==> src/rtl/smb_wd_pkg.sv <==
// Package: shared constants and helpers for the SMBus line watchdog.
// Assumes interval parameters are given in microseconds and the clock in Hz.
package smb_wd_pkg;

    // Index of each supervised condition; the order picks the timer instance.
    localparam int unsigned COND_CLK_LOW = 0;
    localparam int unsigned COND_IDLE    = 1;
    localparam int unsigned NUM_COND     = 2;

    // Converts an interval in microseconds into whole system clock cycles.
    function automatic int unsigned us_to_ticks(input longint unsigned clk_hz,
                                                input longint unsigned us);
        longint unsigned prod;
        prod = (clk_hz * us) / 64'd1_000_000;
        return int'(prod);
    endfunction

endpackage

==> src/rtl/smb_line_cond.sv <==
// Module: smb_line_cond
// Decodes the two supervised bus conditions from the synchronized lines.
// Assumes scl_i and sda_i are already synchronized to clk_i.
module smb_line_cond
    import smb_wd_pkg::*;
(
    input  logic                scl_i,
    input  logic                sda_i,
    output logic [NUM_COND-1:0] cond_o
);

    // Condition vector: clock held low, or both lines released high.
    always_comb begin
        cond_o               = '0;
        cond_o[COND_CLK_LOW] = ~scl_i;
        cond_o[COND_IDLE]    = scl_i & sda_i;
    end

endmodule

==> src/rtl/smb_interval_timer.sv <==
// Module: smb_interval_timer
// Counts consecutive cycles of one condition and emits a single-cycle
// pulse when the count first reaches LIMIT. The count saturates at LIMIT,
// so one unbroken condition gives one pulse. Breaking the condition or
// dropping the enable clears the count.
// Assumes LIMIT >= 2.
module smb_interval_timer #(
    parameter int unsigned LIMIT = 1500
) (
    input  logic clk_i,
    input  logic rst_ni,
    input  logic en_i,
    input  logic cond_i,
    output logic fire_o
);

    localparam int unsigned CW      = $clog2(LIMIT + 1);
    localparam logic [CW-1:0] LIM_C = CW'(LIMIT);
    localparam logic [CW-1:0] PRE_C = CW'(LIMIT - 1);

    logic [CW-1:0] cnt_q;
    logic          fire_q;

    // Counter: clear when off or condition broken, else count up to LIMIT.
    always_ff @(posedge clk_i) begin
        if (!rst_ni || !en_i || !cond_i) begin
            cnt_q <= '0;
        end else if (cnt_q != LIM_C) begin
            cnt_q <= cnt_q + 1'b1;
        end
    end

    // Pulse register: set only on the edge at which the count reaches LIMIT.
    always_ff @(posedge clk_i) begin
        if (!rst_ni || !en_i || !cond_i) begin
            fire_q <= 1'b0;
        end else begin
            fire_q <= (cnt_q == PRE_C);
        end
    end

    assign fire_o = fire_q;

    // a pulse never lasts more than one cycle.
    p_one_cycle_r6: assert property (@(posedge clk_i) disable iff (!rst_ni)
        fire_q |=> !fire_q);

    // the saturating count never passes its limit.
    p_no_overflow_r6: assert property (@(posedge clk_i) disable iff (!rst_ni)
        cnt_q <= LIM_C);

    // a disabled cycle leaves the count at zero.
    p_clear_off_r8: assert property (@(posedge clk_i) disable iff (!rst_ni)
        !en_i |=> (cnt_q == '0));

    // a broken condition restarts the count.
    p_restart_r5: assert property (@(posedge clk_i) disable iff (!rst_ni)
        (en_i && !cond_i) |=> (cnt_q == '0));

    // a pulse only follows a cycle that held the condition.
    p_fire_cause_r4: assert property (@(posedge clk_i) disable iff (!rst_ni)
        fire_q |-> ($past(cond_i) && $past(en_i)));

endmodule

==> src/rtl/smb_line_watchdog.sv <==
// Module: smb_line_watchdog (top)
// Supervises the synchronized bus lines with a long clock-low timer and a
// short bus-idle timer, both gated by one enable. It requests a
// single-cycle reset of the slave protocol engine when either expires.
// Assumes synchronized inputs and an enable that clears at reset.
module smb_line_watchdog
    import smb_wd_pkg::*;
#(
    parameter int unsigned CLK_HZ  = 50_000_000,
    parameter int unsigned LOW_US  = 30_000,
    parameter int unsigned IDLE_US = 200
) (
    input  logic clk_i,
    input  logic rst_ni,
    input  logic enable_i,
    input  logic scl_i,
    input  logic sda_i,
    output logic slave_reset_o
);

    localparam int unsigned LOW_TICKS  = us_to_ticks(64'(CLK_HZ), 64'(LOW_US));
    localparam int unsigned IDLE_TICKS = us_to_ticks(64'(CLK_HZ), 64'(IDLE_US));

    logic [NUM_COND-1:0] cond;
    logic [NUM_COND-1:0] fire;

    smb_line_cond u_cond (
        .scl_i  (scl_i),
        .sda_i  (sda_i),
        .cond_o (cond)
    );

    // One interval timer per supervised condition, limit chosen by index.
    for (genvar g = 0; g < NUM_COND; g++) begin : g_timer
        localparam int unsigned LIM = (g == COND_CLK_LOW) ? LOW_TICKS : IDLE_TICKS;
        smb_interval_timer #(.LIMIT(LIM)) u_timer (
            .clk_i  (clk_i),
            .rst_ni (rst_ni),
            .en_i   (enable_i),
            .cond_i (cond[g]),
            .fire_o (fire[g])
        );
    end

    // Merge: either expiry requests the slave interface reset.
    always_comb begin
        slave_reset_o = |fire;
    end

    // no request follows a cycle with the timers disabled.
    p_silent_off_r7: assert property (@(posedge clk_i) disable iff (!rst_ni)
        !enable_i |=> !slave_reset_o);

    // the request is low in the first cycle after reset.
    p_reset_quiet_r1: assert property (@(posedge clk_i)
        !rst_ni |=> !slave_reset_o);

    // the two expiries are exclusive, never both at once.
    p_exclusive_r2: assert property (@(posedge clk_i) disable iff (!rst_ni)
        $onehot0(fire));

endmodule

==> config.mk <==
export PLATFORM = sky130hd
export DESIGN_NAME = smb_line_watchdog
export DESIGN_NICKNAME = d
export VERILOG_FILES = /design/src/rtl/smb_wd_pkg.sv /design/src/rtl/smb_line_cond.sv /design/src/rtl/smb_interval_timer.sv /design/src/rtl/smb_line_watchdog.sv
export SDC_FILE = /design/constraint.sdc
export NUM_CORES = 1
export LEC_CHECK = 0
export ABC_AREA = 1
export BUFFER_PORTS_ARGS = -buffer_cell sky130_fd_sc_hd__buf_4
export CAP_MARGIN = 20
export CORE_ASPECT_RATIO = 0.8
export CORE_UTILIZATION = 55
export DETAILED_ROUTE_END_ITERATION = 6
export PLACE_DENSITY = 0.75
export SYNTH_ARGS = -nofsm -noshare
export SYNTH_HDL_FRONTEND = slang
export SYNTH_SLANG_ARGS = --single-unit
==> constraint.sdc <==
create_clock -name clk_i -period 1.3 [get_ports clk_i]
set_input_delay 0.13 -clock clk_i [delete_from_list [all_inputs] [get_ports clk_i]]
set_output_delay 0.13 -clock clk_i [all_outputs]
set_load 0.02 [all_outputs]
* Yosys cells after proc, flatten, opt, wreduce, memory -nomap -nowiden
Cells that the tools add are included.
Word-level totals: register bits after elaboration 37, input port bits 5, output and inout bits 1, word-level logic and storage cells 18
Cells by class: $add $sub $neg 2, equality and inequality tests 4, bitwise operators 1, reduce and logical (&&, ||, !) cells 7
Operator list (number):
- 21-bit by 1-bit adder with 21-bit output, second input constant | 1
- 21-bit equality test, second input constant | 1
- 21-bit inequality test, second input constant | 1
- 14-bit by 1-bit adder with 14-bit output, second input constant | 1
- 14-bit equality test, second input constant | 1
- 14-bit inequality test, second input constant | 1
- 1-bit zero test | 3
- 1-bit logical OR | 3
- 2-bit OR reduction | 1
- 1-bit bitwise AND | 1

* Logic depth before layout (Yosys ltp)
word-level depth 3, gate-level depth with buffers 8, depth with buffers taken out 8

* Modules after synthesis
A second synthesis with hierarchy kept.
Second synthesis, totals: cells, all modules 313, area, all modules 2090.8 µm²
By module, submodules not included:
- smb_interval_timer (g_timer[0].u_timer) | instances 1, cells each 196, area an instance 1288.7 µm², seq. area each 440.4 µm²
- smb_interval_timer (g_timer[1].u_timer) | instances 1, cells each 111, area an instance 779.5 µm², seq. area each 300.3 µm²
- smb_line_cond | instances 1, cells each 3, area an instance 11.3 µm², seq. area each 0.0 µm²
- smb_line_watchdog | instances 1, cells each 3, area an instance 11.3 µm², seq. area each 0.0 µm²

* Least setup slack after synthesis
Ideal clock, no wire load.
path kind flip-flop to flip-flop, start point reg g_timer[0].u_timer.cnt_q[0], end point reg g_timer[0].u_timer.cnt_q[12], setup time 0.115 ns, arrival time 1.143 ns, required time 1.185 ns, slack 0.042 ns, stages on the path, launching flop included 8, path buffers 0, period minus slack after synthesis 1.258 ns, path through dfxtp_1 -> ha_1 -> nand2_2 -> nor2_4 -> nand2_4 -> nor2_8 -> or2_1 -> and2_1
On the way: longest elaborated chain between the ends 1, elaborated cells on any way between the ends 2, those cells by class add/sub (1); eq/ne (1)
Ends and longest elaborated chain:
- start, declared | RTL line smb_interval_timer.sv:21 | logic [CW-1:0] cnt_q;
- start signal, assigned | RTL line smb_interval_timer.sv:29 | cnt_q <= cnt_q + 1'b1;
- 21-bit by 1-bit adder with 21-bit output or 21-bit inequality test (tied branches) | RTL line smb_interval_timer.sv:29, smb_interval_timer.sv:28
Parallel ways exist; a longest one is shown, timed or not. A chain may end at the register's enable or synchronous reset.

* Worst setup path in the final report
start point reg g_timer[0].u_timer.cnt_q[1], end point reg g_timer[0].u_timer.cnt_q[0]
On the way: longest elaborated chain between the ends 1
Ends and longest elaborated chain:
- 21-bit inequality test | RTL line smb_interval_timer.sv:28 | end else if (cnt_q != LIM_C) begin
Every way passes these cells.

==> run_results.csv <==
group,metric,value,unit
yosys,synth_ff_type,"dfxtp_1",
floorplan,num_rows,19,
worst_setup_path,required,1490,ps
pwr,irDropWorstVdd,0.788,mV
placement,pre_cts_slack,-29.2,ps
worst_setup_path,r2r_cells,8,
worst_setup_path,crit_path_max_fanout,3,
yosys,yosys_warnings,0,
worst_setup_path,cp-end-kind,"flip-flop",
timing,min_period,1280,ps
min_path,hp-start,"scl_i",
cts,cts_made_buffers,5,
finish,fin_nets,332,
floorplan,die_y,56.0,µm
worst_setup_path,cp.arrival,1480,ps
worst_setup_path,path_cells,"inv_1, ha_2, nand3_2, nor2_4, buf_4, nand3_1, nand2_1, nor2_1",
timing,fmax,778,MHz
cts,cts_tree,"yes",
pwr,power-per-cell-area,876,nW/µm²
placement,gp_congestion,0.835,
yosys,syn_inst,302,
yosys,yosysSeqAreaShare,0.370,
timing,finalSetupViolCount,0,
route,post_drt_wl_per_cell,11.6,µm
global_routing,grtUsageTotal,0.229,
job,max-cap-violations,0,
route,drc,0,
timing,fin_skew,3.78,ps
cts,cts.clk_slew.worst_paths,70,ps
placement,hpwl,3.07,mm
finish,areaGrowthSynthToFinish,18.6,%
placement,portBuffers,5,
worst_setup_path,reg2reg_from,"g_timer[0].u_timer.cnt_q[1]",
worst_setup_path,startpoint,"g_timer[0].u_timer.cnt_q[1]",
worst_setup_path,start_kind,"flip-flop",
timing,post-route-period-util,0.988,
floorplan,fp.dieW,69.5,µm
min_path,min_path_cells,4,
timing,finalHoldViolCount,0,
min_path,hp-class,"primary input to flip-flop",
floorplan,initial_core_util,0.581,
timing,max-slew-margin-rel,0.794,
route,drt_iter0_markers,107,
route,drt-pass1-iter-count,4,
yosys,async_reset_ff_frac,0,
cts,cts-root-buf,"clkbuf_8",
route,via_per_inst,5.14,
finish,fillers,280,
pwr,leakagePower,0.000855,µW
floorplan,io_pins,6,
finish,n_antenna_cell,0,
pwr,p_total,2080,µW
timing,layout_setup_ws,15.4,ps
cts,clk_latency,290,ps
floorplan,core-area,3450,µm²
yosys,ys_types,24,
floorplan,dieArea,3890,µm²
cts,cts_max_level,2,
timing,final-max-slew-violation-count,0,
yosys,synth_fp_nets,311,
yosys,ys_ff_latch,37,
timing,rsz0062_at_grt,"true",
route,routed_wl,4.24,mm
yosys,postSynthAreaPerCell,6.63,µm²
yosys,synth_edf_count,0,
run_status,outcome,"finished, final reports clean",
timing,worstMarginPinSlew,308,ps
global_routing,antenna_found_initial,0,
worst_setup_path,crit_slowest_cell,"dfxtp_4",
finish,drive_gt1_frac,0.225,
yosys,synthesis.area,2000,µm²
worst_setup_path,max_stage_delay,370,ps
global_routing,grt_pass1_vias,1616,
route,num_vias,1882,
global_routing,grt_max_degree,13,
cts,clock-sinks,37,
global_routing,grt_pass1_wl,6.98,mm
cts,cts_buffer_depth,2,
worst_setup_path,path_class,"flip-flop to flip-flop",
global_routing,grt.overflow.total,0,
route,ant_nets,0,
[placed cells by master (no fill, tap or decap), drive strengths merged, types with 2 or more instances in the layout]
cell     n
o21ai   16
clkbuf   7
a21oi   29
nor2    53
dfxtp   37
or2      2
nand2   67
nand3   32
ha       4
nand4    7
buf     15
nor3     4
inv     47
[metrics by stage]
stage	utilization	hold slack, ps	instances	setup TNS (ps)	area, µm²
floorplan	-	347	302	0	2000
global placement	0.623	432	356	0	2150
detailed placement	0.623	433	356	-39.2	2150
CTS	0.654	131	364	-15.1	2260
global route	0.689	178	366	-226	2370
finish	0.689	146	366	0	2370
[kinds of logic (layout without fill, tap and decap cells)]
group	count (synthesis)	in the layout	synth area share
AO/OA/AOI/OAI	45	45	0.112
XOR/XNOR	2	2	0.00875
adder cells (fa/ha/maj)	4	4	0.0250
buffers and inverters	48	70	0.0906
flip-flops	37	37	0.370
AND/OR/NAND/NOR	166	166	0.393
[cells in the mapped netlist (all sizes together) (2+ instances only)]
library cell	instances	area share
dfxtp	37	0.37
nor3	4	0.010
nand4	7	0.022
nand3	32	0.085
o21ai	16	0.040
a21oi	29	0.073
nand2	67	0.13
ha	4	0.025
nor2	53	0.13
inv	47	0.088
or2	2	0.0063
[repair_timing]
item | 4_1_cts | 5_1_grt
hold endpoints to repair | 0 | 0
endpoints found under the setup margin | 7 | 24
setup buffers | 0 | 2
pin swaps | 1 | 3
gates resized for setup | 4 | 32
hold buffers | 0 | 0
[path summary, 6_finish.rpt]
kind / to / slack [ps]
max reg2reg: g_timer[0].u_timer.cnt_q[0] / 20
min reg2reg: g_timer[1].u_timer.cnt_q[10] / 440
min: g_timer[0].u_timer.cnt_q[0] / 150
max: g_timer[0].u_timer.cnt_q[0] / 20
[worst max-delay path, delay by kind of cell (launching register included)]
kind,cells,cell delay [ps]
AND/OR/NAND/NOR,5,410
adder cells (fa/ha/maj),1,180
buffers and inverters,2,220
flip-flops,1,370
[sequential cells by signal, summed over array words and instances, names as in the netlist]
signal                  count
g_timer.u_timer.fire_o      2
g_timer.u_timer.cnt_q      35
[final cells by class]
class	instances	area (µm²)	area share
sequential	37	757	0.319
clock buffer	7	96.3	0.0406
multi-input combinational	217	1170	0.494
inverter	47	176	0.0743
clock inverter	1	5.00	0.00211
tap	42	52.6	0.0221
timing repair buffer	15	113	0.0474
[power by group]
group	total (µW)	switching (µW)	internal, µW
clock	892	413	479
sequential	1130	2.90	1130
combinational	52.6	29.8	22.8
total	2080	446	1630
[metal layers]
layer / track usage / routed length (µm) / vias up
li1: - / - / 1008
met1: 0.334 / 2210 / 832
met2: 0.322 / 1780 / 35
met3: 0.0435 / 173 / 7
met4: 0.114 / 80 / 0
met5: 0 / 0 / -
Power figures use the tool's default switching activity.
